===== config.mk =====
export PLATFORM = sky130hd
export DESIGN_NAME = pld_power_ctl
export DESIGN_NICKNAME = d
export VERILOG_FILES = /design/src/rtl/pld_power_ctl.sv
export SDC_FILE = /design/constraint.sdc
export NUM_CORES = 1
export LEC_CHECK = 0
export ABC_AREA = 1
export BUFFER_PORTS_ARGS = -buffer_cell sky130_fd_sc_hd__buf_2
export CAP_MARGIN = 30
export CORE_MARGIN = 5
export CORE_UTILIZATION = 47
export CTS_CLUSTER_DIAMETER = 30
export DETAILED_ROUTE_END_ITERATION = 8
export GPL_ROUTABILITY_DRIVEN = 0
export PLACE_DENSITY = 0.74
export SLEW_MARGIN = 25
export SYNTH_ARGS = -nofsm -noshare
export SYNTH_HDL_FRONTEND = slang
export SYNTH_SLANG_ARGS = --single-unit

===== constraint.sdc =====
create_clock -name clk -period 1.8 [get_ports clk]
set_clock_uncertainty 0.2 [all_clocks]
set_input_delay 0.27 -clock clk [delete_from_list [all_inputs] [get_ports clk]]
set_output_delay 0.27 -clock clk [all_outputs]
set_load 0.05 [all_outputs]

===== src/rtl/pld_power_ctl.sv =====
module pld_power_ctl #(
  parameter int N_OUT  = 4,
  parameter int ADDR_W = 4,
  parameter int CNT_W  = 8
) (
  input  logic                  clk,
  input  logic                  rst_n,
  input  logic                  reg_wr,
  input  logic [ADDR_W-1:0]     reg_addr,
  input  logic [2*N_OUT-1:0]    reg_wdata,
  output logic [2*N_OUT-1:0]    reg_rdata,
  input  logic [2*N_OUT-1:0]    pld_in,
  input  logic                  ale,
  input  logic [CNT_W-1:0]      idle_limit,
  output logic [N_OUT-1:0]      pld_out,
  output logic                  asleep,
  output logic                  pwr_down
);
  localparam int N_IN = 2 * N_OUT;
  localparam logic [ADDR_W-1:0] OFS_MODE = ADDR_W'(0);
  localparam logic [ADDR_W-1:0] OFS_GATE = ADDR_W'(2);

  logic              turbo_q;
  logic [N_IN-1:0]   gate_q, hold_q, prev_q, gated;
  logic [N_OUT-1:0]  fx, lat_q;
  logic [CNT_W-1:0]  cnt_q;
  logic              sleep, chg;

  assign gated = (gate_q & hold_q) | (~gate_q & pld_in);

  for (genvar j = 0; j < N_OUT; j++) begin : g_fn
    assign fx[j] = gated[2*j] ^ gated[2*j+1];
  end

  assign pwr_down = ~ale & (cnt_q >= idle_limit);
  assign sleep    = ~turbo_q | pwr_down;
  assign chg      = gated != prev_q;
  assign asleep   = sleep & ~chg;
  assign pld_out  = sleep ? lat_q : fx;

  always_comb begin
    reg_rdata = '0;
    if (reg_addr == OFS_MODE) reg_rdata[0] = turbo_q;
    else if (reg_addr == OFS_GATE) reg_rdata = gate_q;
  end

  always_ff @(posedge clk) begin
    if (!rst_n) begin
      turbo_q <= 1'b1;
      gate_q  <= '0;
      hold_q  <= '0;
      prev_q  <= '0;
      lat_q   <= '0;
      cnt_q   <= '0;
    end else begin
      if (reg_wr && reg_addr == OFS_MODE) turbo_q <= reg_wdata[0];
      if (reg_wr && reg_addr == OFS_GATE) gate_q  <= reg_wdata;
      hold_q <= gated;
      prev_q <= gated;
      if (!sleep || chg) lat_q <= fx;
      if (ale) cnt_q <= '0;
      else if (cnt_q < idle_limit) cnt_q <= cnt_q + 1'b1;
    end
  end
endmodule



==> flow_summary_export.csv, run 1 <==
group,metric,value,unit
status,status,"finished, violations left",
status,violations,"setup timing",
hold_path,hp-class,"input port to flop",
worst_setup_path,cp-start-kind,"flop",
detailed_routing,wl_per_cell,12.7,um
worst_setup_path,slowest_delay,360,ps
worst_setup_path,crit_slowest_cell,"dfxtp_4",
timing,fin_ws,-595,ps
final_layout,nets,379,
logic_synthesis,syn_area_per_cell,6.93,um2
final_layout,layout-drive-gt1-share,46.6,%
global_route,first_global_vias,1813,
global_route,grt_antenna_before_repair,0,
clock_tree,tritoncts,"done",
worst_setup_path,path_delay_family,"simple AND/OR/NAND/NOR gates",
detailed_routing,drc,0,
logic_synthesis,synth_nets,292,
detailed_routing,first_iter_violations,122,
die,placementRows,22,
timing,timing.hold.ws,38.0,ps
clock_tree,clkSlewWorstSetupHoldPaths,60,ps
pwr,pwr_density_cell,598,nW/um2
global_route,grt_pass1_wl,7.67,mm
detailed_routing,viasPerCell,4.87,
detailed_routing,wl,4.90,mm
timing,tightest_slew,490,ps
logic_synthesis,synthCells,251,
die,die_y,70.9,um
logic_synthesis,yosys_warnings,0,
timing,fin_crit,2400,ps
worst_setup_path,crit_required,1330,ps
place,dp_slack,-475,ps
detailed_routing,routed-via-count,1885,
final_layout,syn_to_final_growth,54.7,%
worst_setup_path,cp_num_buf_inv,2,
die,die_x,70.9,um
logic_synthesis,netlist_area,1740,um2
logic_synthesis,synth.ff_latch_count,29,
final_layout,fin_area,2690,um2
final_layout,fill_cells,296,
job,drv_cap,0,
timing,setup_violations,11,
die,die-area,5020,um2
place,io_buffers,45,
die,coreArea,3630,um2
global_route,overflow,0,
logic_synthesis,synth_top_area_cell,"dfxtp_1",
place,dpl.hpwl,3.33,mm
worst_setup_path,end_kind,"output port",
final_layout,antenna_cells,0,
clock_tree,ctsHoldBuffers,0,
timing,rsz0062_at_grt,"true",
detailed_routing,ant_nets,0,
logic_synthesis,synthTopCellsByArea,"dfxtp_1 33%, nand2_1 9.1%, inv_1 8.0%",
worst_setup_path,critPathArrivalTime,1930,ps
clock_tree,cts.sinks,29,
clock_tree,clock-root-buffer,"clkbuf_8",
timing,slew_violations,0,
clock_tree,numCtsBuffers,5,
timing,final_hold_viol_count,0,
worst_setup_path,crit_chain,"ha_4 -> a21oi_1 -> nand2_1 -> nand2_2 -> nand3_2 -> nand2_2 -> nand2_4 -> inv_8 -> nand2_4 -> o21ai_4 -> buf_6",
timing,fin_crit_sh,133,%
logic_synthesis,yosysSeqAreaShare,33.4,%
clock_tree,htreeDepth,2,
global_route,grt_max_degree,13,
place,dpl-instance-area,2360,um2
die,ioPinCount,46,
logic_synthesis,synth_top_cell_area_share,33.4,%
worst_setup_path,crit_fanout,5,
die,start_util,47.9,%
pwr,peakVddDrop,518,uV
worst_setup_path,worstSetupPathType,"flop to output port",
logic_synthesis,synth_cell_types,31,
pwr,power.leakage,1.27,nW
clock_tree,cts_max_path_buffers,2,
global_route,grt_usage,19.7,%
detailed_routing,drt_first_pass_iters,4,
clock_tree,clk_latency,300,ps
final_layout,postLayoutCoreUtil,74.1,%
timing,slew_headroom,67.2,%
timing,timing.fmax,0.417,GHz
cells in the mapped netlist, drive strengths merged:
cell / number
buf: 2
dfxtp: 29
inv: 48
nand3b: 4
nand3: 8
xnor2: 1
nor2: 35
o21ai: 26
nor3: 3
nor3b: 1
clkinv: 1
xor2: 4
a21oi: 21
o21bai: 4
nand4: 8
a21o: 1
ha: 9
nand2: 46
final timing paths:
| check | from | slack (ps) | depth (start not counted) | end |
|---|---|---|---|---|
| setup / recovery | cnt_q[3] | -600 | 11 | pld_out[0] |
| hold / removal | reg_wdata[0] | 40 | 3 | turbo_q |
| setup reg to reg | cnt_q[3] | -340 | 12 | lat_q[1] |
| hold reg to reg | prev_q[0] | 360 | 2 | prev_q[0] |
flip-flops by register name, summed over array words and instances, names as in the netlist:
name / cells
gate_q: 8
cnt_q: 8
turbo_q: 1
lat_q: 4
prev_q: 8
routing by layer:
metal  wire length (um)  track usage (%)
met2               2410             33.0
met3                293             4.83
met1               2060             22.3
met5                  0                0
met4                137             12.1
cells by family (layout without fill, tap and decap cells):
family	Yosys count	in the layout	share of synthesized area [%]
and+or+nand+nor	105	105	30.2
buffers and inverters	51	139	11.6
AOI/OAI and AO/OA	52	52	15.9
adders and majority gates	9	9	6.47
DFF	29	29	33.4
xor gates and xnor gates	5	5	2.52
through the flow:
| stage | total power [mW] | std cells | setup TNS, ps |
|---|---|---|---|
| after detailed placement | 1.03 | 374 | -3130 |
| after CTS | 1.59 | 386 | -3330 |
| after global routing | 1.69 | 387 | -6060 |
| final | 1.61 | 387 | -4620 |
| after floorplan | 0.920 | 251 | -1060 |
| after global placement | 1.02 | 374 | -2470 |
tightest hold or removal path, cell delays in order:
cell and delay (ps):
buf_2 100, inv_1 40, o21ai_0 70
placed cells by master (no fill, tap or decap), types with 2 or more instances in the layout:
| cell type | count |
|---|---|
| dfxtp_1 | 23 |
| nor3_4 | 2 |
| buf_4 | 34 |
| nand3b_1 | 4 |
| nor2_1 | 23 |
| o21ai_4 | 4 |
| o21ai_0 | 14 |
| xor2_1 | 4 |
| nand2_2 | 5 |
| inv_2 | 14 |
| nand2_1 | 35 |
| clkinv_2 | 2 |
| nand3_1 | 7 |
| a21oi_1 | 16 |
| o21ai_2 | 3 |
| a21oi_2 | 4 |
| o21ai_1 | 5 |
| nor2_2 | 7 |
| buf_6 | 7 |
| nand4_2 | 2 |
| dfxtp_2 | 5 |
| nand4_1 | 6 |
| buf_2 | 39 |
| ha_1 | 2 |
| clkbuf_8 | 5 |
| nand2_4 | 5 |
| o21bai_1 | 4 |
| ha_4 | 7 |
| inv_8 | 2 |
| nor2_4 | 5 |
| inv_1 | 33 |
final cells by class:
class                   instances  area (um2)  share of cell area (%)
well taps                      48        60.1                    2.23
flip-flops and latches         29         591                    21.9
repair buffers                 81         544                    20.2
clock inverters                 2        10.0                   0.372
clock buffers                   6        72.6                    2.70
inverters                      49         191                    7.11
repair inverters                1        11.3                   0.418
multi-input cells             171        1210                    45.0
timing repair:
| action | 4_1_cts | 5_1_grt |
|---|---|---|
| pin swaps | 2 | 6 |
| gates resized for setup | 32 | 23 |
| hold endpoints to repair | 0 | 0 |
| gates cloned | 1 | 0 |
| setup buffers | 3 | 2 |
| endpoints found under the setup margin | 10 | 18 |
power by group:
group / switching, mW / internal, mW / leakage (nW) / total [mW]
Clock: 0.260 / 0.267 / 0.0450 / 0.527
Sequential: 0.0155 / 0.668 / 0.241 / 0.683
Combinational: 0.234 / 0.166 / 0.989 / 0.400
Note: power is estimated with default switching activity, not from simulation.
==> inputs of run 2 (changes only) <==
--- a/config.mk
+++ b/config.mk
@@ -8,7 +8,6 @@
 export ABC_AREA = 1
 export BUFFER_PORTS_ARGS = -buffer_cell sky130_fd_sc_hd__buf_2
 export CAP_MARGIN = 30
-export CORE_MARGIN = 5
 export CORE_UTILIZATION = 47
 export CTS_CLUSTER_DIAMETER = 30
 export DETAILED_ROUTE_END_ITERATION = 8
==> flow_summary_export.csv, run 2 (synthesis gave the netlist of run 1 again) <==
group,metric,value,unit
die,die-area,3950,um2
timing,fin_crit,2330,ps
die,start_util,50.6,%
place,io_buffers,45,
clock_tree,ctsHoldBuffers,0,
pwr,power_frac_clock,31.8,%
detailed_routing,routed-via-count,1900,
timing,fin_crit_sh,129,%
hold_path,hp-class,"input port to flop",
pwr,switchingPower,0.497,mW
worst_setup_path,worstSetupPathType,"flop to output port",
job,drv_cap,0,
clock_tree,numCtsBuffers,5,
die,placementRows,21,
final_layout,reg.largest.list,"cnt_q (8), gate_q (8), prev_q (8)",
global_route,first_global_vias,1915,
timing,timing.fmax,0.430,GHz
timing,setup-tns-final,-3530,ps
detailed_routing,drc,0,
die,coreArea,3440,um2
clock_tree,tritoncts,"done",
pwr,seq_power_share,42.6,%
worst_setup_path,crit_slowest_cell,"dfxtp_2",
final_layout,postLayoutCoreUtil,78.7,%
place,dpl.hpwl,3.30,mm
worst_setup_path,critPathArrivalTime,1860,ps
pwr,power,1.61,mW
clock_tree,cts.sinks,29,
pwr,peakVddDrop,460,uV
final_layout,layout-drive-gt1-share,46.8,%
worst_setup_path,crit_chain,"ha_4 -> nand2_2 -> inv_2 -> nand2_2 -> nand2_1 -> nand2_2 -> nand3_2 -> nand2_4 -> nand2_8 -> clkinv_8 -> nor3_4 -> buf_6",
pwr,power.leakage,1.29,nW
worst_setup_path,slowest_delay,340,ps
global_route,grt_pass1_wl,7.94,mm
final_layout,antenna_cells,0,
final_layout,nets,380,
global_route,overflow,0,
detailed_routing,wl_per_cell,12.4,um
timing,tightest_slew,476,ps
place,dp_slack,-505,ps
timing,slew_violations,0,
final_layout,fin_area,2710,um2
global_route,grt_antenna_before_repair,0,
detailed_routing,ant_nets,0,
pwr,internal-power,1.11,mW
global_route,grt_usage,25.7,%
timing,slew_headroom,68.2,%
worst_setup_path,worst_path_most_repeated_cell,"nand2_2",
clock_tree,clkSlewWorstSetupHoldPaths,60,ps
timing,setup_violations,11,
die,die_y,62.9,um
final_layout,fill_cells,231,
worst_setup_path,crit_fanout,5,
status,violations,"setup timing",
detailed_routing,wl,4.80,mm
detailed_routing,drt_first_pass_iters,4,
detailed_routing,first_iter_violations,80,
detailed_routing,viasPerCell,4.92,
pwr,combPwrFrac,25.6,%
clock_tree,clk_latency,280,ps
pwr,pwr_density_cell,593,nW/um2
timing,fin_ws,-528,ps
worst_setup_path,cp-start-kind,"flop",
clock_tree,cts_max_path_buffers,2,
worst_setup_path,end_kind,"output port",
final_layout,layout_commonest_cell,"buf_2",
global_route,grt_max_degree,17,
timing,final_hold_viol_count,0,
clock_tree,clock-root-buffer,"clkbuf_8",
clock_tree,htreeDepth,2,
final_layout,layout_common_cells,"39 x buf_2, 35 x inv_1, 35 x buf_4",
die,ioPinCount,46,
final_layout,syn_to_final_growth,55.7,%
timing,rsz0062_at_grt,"true",
die,die_x,62.9,um
worst_setup_path,crit_required,1330,ps
status,status,"finished, violations left",
place,dpl-instance-area,2360,um2
pwr,switching_share,30.9,%
==> run 2: cell types whose count changed in the layout (fill, tap and decap cells not counted), moves of 2 or more <==
cell,delta
dfxtp_2,+2
inv_1,+2
inv_2,-3
nand2_1,-2
==> run 2: path summary, 6_finish.rpt <==
path,slack [ps],end,startpoint,cells after the start
worst max-delay path,-530,asleep,cnt_q[3],12
worst max register to register,-140,lat_q[0],cnt_q[5],11
worst min-delay path,50,turbo_q,reg_wdata[0],3
worst min register to register,350,cnt_q[0],cnt_q[0],2
==> run 2: critical path: cells and delay by family (launching register included) <==
kind / cells / cell delay (ps)
simple gates: 8 / 630
flops: 1 / 340
buf+inv: 3 / 330
fa+ha+maj: 1 / 280
==> run 2: timing repair <==
item                       CTS  global route
gates resized for setup     36            20
pin swaps                   10             7
hold endpoints to repair     0             0
cloned                       1             0
setup endpoints to repair   10            14
setup buffers                3             2
==> run 2: cell type report <==
type | count | area, um2 | share of cell area [%]
clock buffer | 6 | 72.6 | 2.68
tap | 46 | 57.6 | 2.12
clock inverter | 2 | 10.0 | 0.369
inverter | 49 | 199 | 7.34
timing repair buffer | 82 | 552 | 20.4
multi-input combinational | 171 | 1220 | 45.0
sequential | 29 | 589 | 21.7
timing repair inverter | 1 | 11.3 | 0.416
==> run 2: power groups by stage <==
stage	Clock [mW]	Sequential [mW]	Combinational (mW)
after detailed placement	0	0.697	0.342
after global routing	0.543	0.688	0.448
after global placement	0	0.696	0.333
final	0.511	0.684	0.410
after floorplan	0	0.695	0.225
after CTS	0.524	0.683	0.389
==> run 2: through the flow <==
step / hold WS [ps] / instances
finish: 48.6 / 386
global route: 67.3 / 386
CTS: 51.2 / 384
detailed placement: 337 / 372
global placement: 328 / 372
floorplan: 208 / 251
==> run 2: metal layers <==
layer / part of all wire [%] / track usage (%) / vias up
met2: 49 / 46.3 / 57
li1: - / - / 975
met4: 1.7 / 9.59 / 0
met1: 44 / 29.3 / 856
met3: 5.5 / 5.84 / 12
met5: 0 / 0 / -
